<file path="config.mk">
export PLATFORM = sky130hd
export DESIGN_NAME = hp_slot_evt_bank
export DESIGN_NICKNAME = d
export VERILOG_FILES = /design/src/rtl/hpse_pkg.sv /design/src/rtl/hpse_sync.sv /design/src/rtl/hpse_slot.sv /design/src/rtl/hpse_ctrl.sv /design/src/rtl/hp_slot_evt_bank.sv
export SDC_FILE = /design/constraint.sdc
export NUM_CORES = 1
export LEC_CHECK = 0
export ABC_AREA = 1
export ABC_CLOCK_PERIOD_IN_PS = 3150
export BUFFER_PORTS_ARGS = -buffer_cell sky130_fd_sc_hd__buf_2
export CAP_MARGIN = 20
export CELL_PAD_IN_SITES_DETAIL_PLACEMENT = 2
export CELL_PAD_IN_SITES_GLOBAL_PLACEMENT = 2
export CORE_MARGIN = 3
export CORE_UTILIZATION = 34
export DETAILED_ROUTE_END_ITERATION = 7
export PLACE_DENSITY_LB_ADDON = 0.1
export SLEW_MARGIN = 25
export SYNTH_ARGS = -nofsm -noshare
export SYNTH_HDL_FRONTEND = slang
export SYNTH_SLANG_ARGS = --single-unit
</file>
<file path="constraint.sdc">
create_clock -name clk -period 3.15 [get_ports clk]
set_input_delay 0.1575 -clock clk [delete_from_list [all_inputs] [get_ports clk]]
set_output_delay 0.1575 -clock clk [all_outputs]
set_load 0.02 [all_outputs]
</file>
<file path="src/rtl/hpse_pkg.sv">
package hpse_pkg;
  // slot word field positions (software decodes these)
  localparam int ST_LO    = 0;
  localparam int PI_LO    = 2;
  localparam int AI_LO    = 4;
  localparam int PF_BIT   = 6;
  localparam int BTN_BIT  = 7;
  localparam int LAT_BIT  = 8;
  localparam int M66_BIT  = 9;
  localparam int PRS_LO   = 10;
  localparam int EVT_LO   = 16;
  localparam int IMSK_LO  = 24;
  localparam int EMSK_LO  = 29;
  localparam int NUM_EVT  = 5;
  localparam int NUM_EMSK = 2;

  // event flag order inside bits 20:16
  typedef enum int {EV_PRS = 0, EV_ISO = 1, EV_BTN = 2, EV_LAT = 3, EV_CPF = 4} evt_idx_e;

  // controller word positions
  localparam int C_GINT = 0;
  localparam int C_GERR = 1;
  localparam int C_CMDI = 2;
  localparam int C_ARBE = 3;
  localparam int C_CMDF = 16;
  localparam int C_ARBF = 17;

  // two-bit code meaning "leave unchanged" on the update port
  localparam logic [1:0] CODE_KEEP = 2'd0;
  localparam logic [1:0] CODE_RST  = 2'd3;

  typedef struct packed {
    logic [1:0] attn;
    logic [1:0] pwr;
    logic [1:0] st;
  } slot_ind_t;
endpackage

</file>
<file path="src/rtl/hpse_sync.sv">
module hpse_sync #(
  parameter int W = 1
) (
  input  logic         clk,
  input  logic         rst_n,
  input  logic [W-1:0] d,
  output logic [W-1:0] q
);
  logic [W-1:0] s1_q, s2_q;

  always_ff @(posedge clk) begin
    if (!rst_n) begin
      s1_q <= '0;
      s2_q <= '0;
    end else begin
      s1_q <= d;
      s2_q <= s1_q;
    end
  end

  assign q = s2_q;
endmodule

</file>
<file path="src/rtl/hpse_slot.sv">
module hpse_slot
  import hpse_pkg::*;
(
  input  logic        clk,
  input  logic        rst_n,
  input  logic        armed,
  input  logic [1:0]  hw_prsnt,
  input  logic        hw_latch,
  input  logic        hw_btn,
  input  logic        hw_iso,
  input  logic        hw_conn,
  input  logic        hw_m66,
  input  logic        wr_hit,
  input  logic [30:16] wdata,
  input  logic        upd_hit,
  input  slot_ind_t   upd_ind,
  output logic [31:0] rdata,
  output logic [NUM_EVT-1:0] evt_q,
  output logic        int_pend,
  output logic        err_pend
);
  localparam int RAW_W = 7;

  logic [RAW_W-1:0] raw, syn;
  logic [1:0] s_prs, p_prs;
  logic s_lat, s_btn, s_iso, s_conn, s_m66;
  logic p_lat, p_btn, p_iso, p_conn;
  logic [NUM_EVT-1:0]  evt_new, evt_clr, imask_q;
  logic [NUM_EMSK-1:0] emask_q;
  slot_ind_t ind_q;

  assign raw = {hw_prsnt, hw_latch, hw_btn, hw_iso, hw_conn, hw_m66};

  hpse_sync #(.W(RAW_W)) u_sync (
    .clk   (clk),
    .rst_n (rst_n),
    .d     (raw),
    .q     (syn)
  );

  assign {s_prs, s_lat, s_btn, s_iso, s_conn, s_m66} = syn;

  // previous synchronized levels for edge detection
  always_ff @(posedge clk) begin
    if (!rst_n) begin
      p_prs  <= '0;
      p_lat  <= 1'b0;
      p_btn  <= 1'b0;
      p_iso  <= 1'b0;
      p_conn <= 1'b0;
    end else begin
      p_prs  <= s_prs;
      p_lat  <= s_lat;
      p_btn  <= s_btn;
      p_iso  <= s_iso;
      p_conn <= s_conn;
    end
  end

  always_comb begin
    evt_new         = '0;
    evt_new[EV_PRS] = s_prs != p_prs;
    evt_new[EV_ISO] = s_iso & ~p_iso;
    evt_new[EV_BTN] = s_btn & ~p_btn;
    evt_new[EV_LAT] = s_lat ^ p_lat;
    evt_new[EV_CPF] = s_conn & ~p_conn;
    if (!armed) evt_new = '0;
  end

  assign evt_clr = wr_hit ? wdata[EVT_LO +: NUM_EVT] : '0;

  // flags: a fresh event outranks a clear in the same cycle
  always_ff @(posedge clk) begin
    if (!rst_n) begin
      evt_q   <= '0;
      imask_q <= '1;
      emask_q <= '1;
    end else begin
      evt_q <= (evt_q & ~evt_clr) | evt_new;
      if (wr_hit) begin
        imask_q <= wdata[IMSK_LO +: NUM_EVT];
        emask_q <= wdata[EMSK_LO +: NUM_EMSK];
      end
    end
  end

  // state and indicators owned by the command engine
  always_ff @(posedge clk) begin
    if (!rst_n) begin
      ind_q <= '{attn: CODE_RST, pwr: CODE_RST, st: CODE_RST};
    end else if (upd_hit) begin
      if (upd_ind.st   != CODE_KEEP) ind_q.st   <= upd_ind.st;
      if (upd_ind.pwr  != CODE_KEEP) ind_q.pwr  <= upd_ind.pwr;
      if (upd_ind.attn != CODE_KEEP) ind_q.attn <= upd_ind.attn;
    end
  end

  always_comb begin
    rdata                            = '0;
    rdata[ST_LO +: 2]                = ind_q.st;
    rdata[PI_LO +: 2]                = ind_q.pwr;
    rdata[AI_LO +: 2]                = ind_q.attn;
    rdata[PF_BIT]                    = ~(s_iso | s_conn);
    rdata[BTN_BIT]                   = s_btn;
    rdata[LAT_BIT]                   = s_lat;
    rdata[M66_BIT]                   = s_m66;
    rdata[PRS_LO +: 2]               = s_prs;
    rdata[EVT_LO +: NUM_EVT]         = evt_q;
    rdata[IMSK_LO +: NUM_EVT]        = imask_q;
    rdata[EMSK_LO +: NUM_EMSK]       = emask_q;
  end

  assign int_pend = |(evt_q & ~imask_q);
  assign err_pend = (evt_q[EV_LAT] & ~emask_q[0]) | (evt_q[EV_CPF] & ~emask_q[1]);
endmodule

</file>
<file path="src/rtl/hpse_ctrl.sv">
module hpse_ctrl
  import hpse_pkg::*;
#(
  parameter int N_SLOTS = 4
) (
  input  logic               clk,
  input  logic               rst_n,
  input  logic               wr_hit,
  input  logic [3:0]         wmask,
  input  logic [1:0]         wclr,
  input  logic               cmd_done,
  input  logic               arb_fault,
  input  logic [N_SLOTS-1:0] slot_int,
  input  logic [N_SLOTS-1:0] slot_err,
  output logic [N_SLOTS:0]   locator,
  output logic [31:0]        ctrl_rd,
  output logic               irq,
  output logic               err_req,
  output logic               gint_mask,
  output logic               gerr_mask
);
  logic [3:0] mask_q;
  logic cmd_f, arb_f;
  logic clr_cmd, clr_arb;

  assign clr_cmd = wr_hit & wclr[0];
  assign clr_arb = wr_hit & wclr[1];

  always_ff @(posedge clk) begin
    if (!rst_n) begin
      mask_q <= '1;
      cmd_f  <= 1'b0;
      arb_f  <= 1'b0;
    end else begin
      if (wr_hit) mask_q <= wmask;
      cmd_f <= (cmd_f & ~clr_cmd) | cmd_done;
      arb_f <= (arb_f & ~clr_arb) | arb_fault;
    end
  end

  assign gint_mask = mask_q[C_GINT];
  assign gerr_mask = mask_q[C_GERR];
  assign locator   = {slot_int, cmd_f & ~mask_q[C_CMDI]};
  assign irq       = (|locator) & ~gint_mask;
  assign err_req   = ~gerr_mask & ((arb_f & ~mask_q[C_ARBE]) | (|slot_err));

  always_comb begin
    ctrl_rd          = '0;
    ctrl_rd[3:0]     = mask_q;
    ctrl_rd[C_CMDF]  = cmd_f;
    ctrl_rd[C_ARBF]  = arb_f;
  end
endmodule

</file>
<file path="src/rtl/hp_slot_evt_bank.sv">
module hp_slot_evt_bank
  import hpse_pkg::*;
#(
  parameter int N_SLOTS = 4,
  parameter int ADDR_W  = 3,
  parameter int SLOT_W  = (N_SLOTS > 1) ? $clog2(N_SLOTS) : 1
) (
  input  logic                 clk,
  input  logic                 rst_n,
  input  logic [ADDR_W-1:0]    reg_addr,
  input  logic [31:0]          reg_wdata,
  input  logic                 reg_wr,
  output logic [31:0]          reg_rdata,
  input  logic [2*N_SLOTS-1:0] hw_prsnt,
  input  logic [N_SLOTS-1:0]   hw_latch_open,
  input  logic [N_SLOTS-1:0]   hw_button,
  input  logic [N_SLOTS-1:0]   hw_iso_fault,
  input  logic [N_SLOTS-1:0]   hw_conn_fault,
  input  logic [N_SLOTS-1:0]   hw_m66,
  input  logic                 upd_valid,
  output logic                 upd_ready,
  input  logic [SLOT_W-1:0]    upd_slot,
  input  logic [1:0]           upd_state,
  input  logic [1:0]           upd_pwr_ind,
  input  logic [1:0]           upd_attn_ind,
  input  logic                 cmd_done,
  input  logic                 arb_fault,
  output logic                 irq,
  output logic                 err_req
);
  localparam int LOC_ADDR   = 0;
  localparam int CTRL_ADDR  = 1;
  localparam int SLOT_BASE  = 2;
  localparam int ARM_CYCLES = 3;
  localparam int ARM_W      = $clog2(ARM_CYCLES + 1);
  localparam int EVT_ALL_W  = NUM_EVT * N_SLOTS;

  logic [ARM_W-1:0]   arm_cnt;
  logic               armed;
  logic [N_SLOTS-1:0] slot_int, slot_err, slot_wr, slot_upd;
  logic [31:0]        slot_rd [N_SLOTS];
  logic [EVT_ALL_W-1:0] evt_all;
  logic [N_SLOTS:0]   locator;
  logic [31:0]        ctrl_rd;
  logic               ctrl_wr, gint_mask, gerr_mask;
  slot_ind_t          upd_ind;

  // detection stays off until synchronizer and edge history hold real levels
  always_ff @(posedge clk) begin
    if (!rst_n)                          arm_cnt <= '0;
    else if (arm_cnt != ARM_W'(ARM_CYCLES)) arm_cnt <= arm_cnt + 1'b1;
  end
  assign armed = arm_cnt == ARM_W'(ARM_CYCLES);

  assign upd_ready = 1'b1;
  assign upd_ind   = '{attn: upd_attn_ind, pwr: upd_pwr_ind, st: upd_state};
  assign ctrl_wr   = reg_wr && (reg_addr == ADDR_W'(CTRL_ADDR));

  for (genvar i = 0; i < N_SLOTS; i++) begin : g_slot
    assign slot_wr[i]  = reg_wr && (reg_addr == ADDR_W'(SLOT_BASE + i));
    assign slot_upd[i] = upd_valid && upd_ready && (upd_slot == SLOT_W'(i));

    hpse_slot u_slot (
      .clk      (clk),
      .rst_n    (rst_n),
      .armed    (armed),
      .hw_prsnt (hw_prsnt[2*i +: 2]),
      .hw_latch (hw_latch_open[i]),
      .hw_btn   (hw_button[i]),
      .hw_iso   (hw_iso_fault[i]),
      .hw_conn  (hw_conn_fault[i]),
      .hw_m66   (hw_m66[i]),
      .wr_hit   (slot_wr[i]),
      .wdata    (reg_wdata[30:16]),
      .upd_hit  (slot_upd[i]),
      .upd_ind  (upd_ind),
      .rdata    (slot_rd[i]),
      .evt_q    (evt_all[NUM_EVT*i +: NUM_EVT]),
      .int_pend (slot_int[i]),
      .err_pend (slot_err[i])
    );
  end

  hpse_ctrl #(.N_SLOTS(N_SLOTS)) u_ctrl (
    .clk       (clk),
    .rst_n     (rst_n),
    .wr_hit    (ctrl_wr),
    .wmask     (reg_wdata[3:0]),
    .wclr      (reg_wdata[C_ARBF:C_CMDF]),
    .cmd_done  (cmd_done),
    .arb_fault (arb_fault),
    .slot_int  (slot_int),
    .slot_err  (slot_err),
    .locator   (locator),
    .ctrl_rd   (ctrl_rd),
    .irq       (irq),
    .err_req   (err_req),
    .gint_mask (gint_mask),
    .gerr_mask (gerr_mask)
  );

  always_comb begin
    reg_rdata = '0;
    if (reg_addr == ADDR_W'(LOC_ADDR))  reg_rdata = 32'(locator);
    if (reg_addr == ADDR_W'(CTRL_ADDR)) reg_rdata = ctrl_rd;
    for (int i = 0; i < N_SLOTS; i++)
      if (reg_addr == ADDR_W'(SLOT_BASE + i)) reg_rdata = slot_rd[i];
  end
endmodule

</file>
Word level (Yosys, flattened, before mapping)
Cells that the tools add are included.

storage, ports and cells
  output and inout port bits = 35
  RAM bits = 0
  bits in latches = 0
  memories = 0
  bits in registers = 160
  input bits = 77
  memory bits (read-only) = 0

cells by class
  muxes and demuxes = 14
  bitwise gates (word level) = 93
  order comparisons = 0
  shift-type cells = 0
  reduce and logical (&&, ||, !) cells = 32
  divide/modulo/power cells = 0
  $mul = 0
  add/sub/neg operators = 1
  eq/ne operators = 14

operator list
  operator                                       number
  2-to-1 mux 32 bit                              4
  2-to-1 mux 5 bit                               9
  AND 5 bit                                      8
  inverter 5 bit                                 8
  inverter 1 bit                                 30
  AND 1 bit                                      28
  AND reduction 2 bit                            12
  OR reduction 21 bit                            1
  OR 5 bit                                       4
  OR reduction 5 bit                             4
  2-to-1 mux 18 bit                              1
  OR 1 bit                                       11
  logical AND 1 bit                              9
  != test 2 bit                                  4
  == test 2 bit, second input constant           3
  == test 3 x 2 -> 1 bit, second input constant  2
  == test 3 bit, second input constant           2
  nonzero test 2 bit                             3
  OR reduction 4 bit                             1
  XOR 1 bit                                      4
  == test 3 x 1 -> 1 bit, second input constant  1
  zero test 3 bit                                1
  adder 2 x 1 -> 2 bit, second input constant    1
  == test 2 x 1 -> 1 bit, second input constant  1
  other kinds (2)                                2

Longest topological paths before layout
  word-level depth = 9
  mapped depth = 8
  mapped depth without buffers = 7

Modules after synthesis
From an unflattened synthesis, not the netlist that was laid out.

second synthesis, totals
  cell total of the unflattened synthesis = 1087
  area total of the unflattened synthesis = 7673.6 um^2

modules (own cells, without submodules)
  module            area each (um^2)  instances  cells each
  hpse_slot         1028.5            4          137
  hpse_sync         396.6             4          43
  hp_slot_evt_bank  1435.1            1          293
  hpse_ctrl         538.0             1          74

Least setup slack after synthesis
Ideal clock, no wire load.

  path type = in2out
  start point = in reg_addr[0]
  end point = out reg_rdata[6]
  arrival = 1248 ps
  stages on the path = 3
  buffers on the path = 0
  slack = 1744 ps
  data required time = 2992 ps
  cell sequence = nor2_2 nand2_4 o311ai_0

on the way
  word-level cells in the longest chain between the ends = 5
  elaborated cells between the ends (all ways) = 8
  those cells by class = eq/ne (4); mux (4)

RTL lines
  item                            line                     RTL
  start, declared                 hp_slot_evt_bank.sv:10   input logic [ADDR_W-1:0] reg_addr,
  == test 3 x 2 -> 1 bit          hp_slot_evt_bank.sv:107  if (reg_addr == ADDR_W'(SLOT_BASE + i)) reg_rdata = slot_rd[i];
  2-to-1 mux 32 bit (3 in a row)  hp_slot_evt_bank.sv:107
  2-to-1 mux 32 bit (*)           hp_slot_evt_bank.sv:107
  end, declared                   hp_slot_evt_bank.sv:13   output logic [31:0] reg_rdata,

Mark *: on every way between the ends. The rest lies on a longest branch, timed or not.

Worst setup path after layout
  start point = in reg_addr[2]
  end point = out reg_rdata[24]

The elaborated chain is that of the path after synthesis.

==> run_results.csv <==
group,metric,value,unit
cts,postCtsSetupBuffers,0,
place,gp_congestion,0.8195,
drt,ant_nets,0,
job,cap_violations,0,
cts,path_clk_slew,70,ps
critical_path,rrSetupSlack,1410,ps
sta,setup-violations-final,0,
global_route,antenna_found_initial,0,
logic_synthesis,yosysUniqueCellTypes,43,
drt,vias,5881,
outcome,status,"finished clean",
drt,viasPerCell,4.893,
die,core.rowCount,49,
cells_and_area,layout-drive-gt1-share,15.93,%
die,dieHeight,143.8,µm
drt,dr.first_iter.drc_count,322,
cts,clock_latency,430,ps
die,die_x,143.8,µm
hold_path,hold_start,"upd_pwr_ind[1]",
cells_and_area,layout.nets,1038,
pwr,peakVddDrop,0.0004362,V
critical_path,crit_fanout,25,
sta,rsz0062_at_grt,"false",
sta,clock_skew,5.339,ps
critical_path,setup.worst_path.start_class,"input pin",
die,die-area,20670,µm²
cts,htreeDepth,4,
critical_path,reg2reg_depth,5,
sta,drv_slew,0,
hold_path,min_path_type,"input pin to flip-flop",
critical_path,crit_end,"reg_rdata[24]",
place,dpl.cell_count,1126,
cells_and_area,final_cells,1202,
logic_synthesis,yosys_warnings,0,
global_route,track_usage,22.49,%
critical_path,critical_path_class,"input pin to output port",
logic_synthesis,syn_inst,840,
sta,max_freq,0.4797,GHz
cts,cts_hold_buf,44,
cts,cts_tree,"done",
cells_and_area,fin_util,43.81,%
drt,drtPass1Iterations,4,
die,start_util,35.20,%
die,num_io_pins,112,
cts,cts_made_buffers,17,
drt,drc_errors,0,
cells_and_area,syn2layout_area_growth,24.45,%
place,place_hpwl,14.93,mm
cells_and_area,multi_input_area,2512,µm²
sta,hold_violations,0,
critical_path,worst_r2r_endpoint,"g_slot[3].u_slot.evt_q[3]$_SDFF_PN0_",
logic_synthesis,avgSynthCellArea,7.681,µm²
critical_path,crit_path_end_kind,"output port",
logic_synthesis,ys_seq_area_share,49.64,%
die,core,18330,µm²
sta,worst_pin_slew,909.6,ps
drt,avgRoutedWirePerCell,18.44,µm
cts,cts_resized,0,
cts,clk_path_buf_depth,2,
critical_path,worstPathRequired,2990,ps
cells_and_area,seq_area,3203,µm²
global_route,overflow,0,
place,io_buffers,86,
sta,fin_crit_sh,66.19,%
global_route,first_global_vias,6532,
logic_synthesis,yosys_register_bits,160,
sta,setup-tns-final,0,ps
cells_and_area,n_antenna_cell,0,
cells_and_area,fill_cells,2062,
cts,clock-sinks,160,
pwr,p_per_area,584.8,nW/µm²
drt,routed_wl,22.17,mm
sta,layout_min_cycle_time,2085,ps
global_route,grt_max_degree,95,
critical_path,cp-startpoint,"reg_addr[2]",
logic_synthesis,syn_area,6452,µm²
critical_path,crit_arrival,1930,ps
cts,root_buffer,"clkbuf_16",
pwr,leakage,4.292,nW
sta,max_slew_margin,39.21,%
global_route,grt_first_pass_wirelength,35.61,mm
critical_path,r2r_start,"arm_cnt[0]$_SDFFE_PN0N_",
[how the worst min path moves through the flow]
stage / to / depth (start not counted)
2_1_floorplan: g_slot[0].u_slot.u_sync.s1_q[0]$_SDFF_PN0_ / 2
3_3_place_gp: g_slot[3].u_slot.u_sync.s1_q[6]$_SDFF_PN0_ / 3
3_5_place_dp: g_slot[0].u_slot.u_sync.s1_q[6]$_SDFF_PN0_ / 3
4_1_cts: g_slot[1].u_slot.rdata[5]$_SDFFE_PN1P_ / 3
5_1_grt: u_ctrl.mask_q[2]$_SDFFE_PN1N_ / 3
6_report: g_slot[1].u_slot.rdata[3]$_SDFFE_PN1P_ / 3
[critical path: stages]
cell and delay [ps]:
buf_2 120, inv_1 170, nand2_2 130, nor2_4 710
a22oi_1 270, o211ai_1 170, buf_2 200
[cells by family (layout without fill, tap and decap cells)]
family	count (synthesis)	after routing	share of synthesized area [%]
xor gates and xnor gates	9	9	1.222
and+or+nand+nor	341	341	22.40
buffers and inverters	178	304	11.83
DFF	160	160	49.64
adders and majority gates	1	1	0.1939
AOI/OAI and AO/OA	149	149	14.60
other	2	9	0.1164
[Yosys cell counts, drive strengths merged]
master	instances	area, µm²
conb	2	7.510
a21oi	44	231.5
nor2	29	126.4
o311ai	1	8.760
nand2	258	1003
a31oi	1	6.260
inv	135	509.2
dfxtp	160	3203
xor2	9	78.83
o211ai	29	247.7
o22ai	3	18.77
nand3	36	185.2
o21bai	3	22.52
nand4	6	37.54
nor3	2	21.27
clkinv	3	21.27
buf	27	183.9
nor3b	1	7.510
o2111ai	1	8.760
nand3b	6	45.04
ha	1	12.51
a22oi	15	112.6
o21a	1	7.510
clkbuf	13	48.80
o21ai	48	251.5
o221ai	3	26.28
or2	3	18.77
[final cells by class]
type	instances	share of cell area, %
clock inverter	14	1.776
tap	229	3.568
multi-input combinational	509	31.29
timing repair buffer	134	11.41
inverter	138	6.606
clock buffer	18	5.469
sequential	160	39.89
[through the flow]
step / power, W / cell area [µm²] / hold WS [ps] / worst slack [ps]
2_1_floorplan: 0.002459 / 6479 / 255.1 / 1744
3_3_place_gp: 0.002595 / 7008 / 336.8 / 1189
3_5_place_dp: 0.002626 / 7008 / 346.4 / 1077
4_1_cts: 0.004750 / 8030 / 8.361 / 1058
5_1_grt: 0.004904 / 8030 / 22.59 / 881.3
6_report: 0.004696 / 8030 / 25.04 / 1065
[layer usage]
metal  wire [µm]  part of all wire, %  up-vias  track usage, %
li1            -                    -     2870               -
met1        9608                   43     2862           27.21
met2       11490                   52      121           41.15
met3         671                  3.0       28           3.394
met4         402                  1.8        0           6.591
met5           0                    0        -               0
[power breakdown]
group	internal (W)	leakage (nW)	switching, W
registers	0.00211	1.31	0.0000531
logic	0.000169	2.70	0.000297
clock network	0.00113	0.282	0.000933
total	0.00341	4.29	0.00128
[flip-flops by register name, indices dropped and copies added, names as in the netlist, 8 cells and up]
name and flops:
g_slot.u_slot.imask_q 20, g_slot.u_slot.evt_q 20, g_slot.u_slot.u_sync.q 28, g_slot.u_slot.rdata 24
g_slot.u_slot.emask_q 8, g_slot.u_slot.p_prs 8, g_slot.u_slot.u_sync.s1_q 28
[cells in the final DEF, fill, tap and decap left out, drive strengths merged]
cell	instances
clkbuf	18
nand4	6
o211ai	29
clkinvlp	2
nand3	36
nor3b	1
conb	9
o2111ai	1
a31oi	1
o22ai	3
nand2	258
o311ai	1
nor3	2
bufinv	1
o221ai	3
nand3b	6
ha	1
or2	3
a21oi	44
xor2	9
buf	90
dfxtp	160
dlygate4sd3	44
o21ai	48
clkinv	7
nor2	29
o21a	1
inv	142
a22oi	15
o21bai	3
Note: power is estimated with default switching activity, not from simulation.
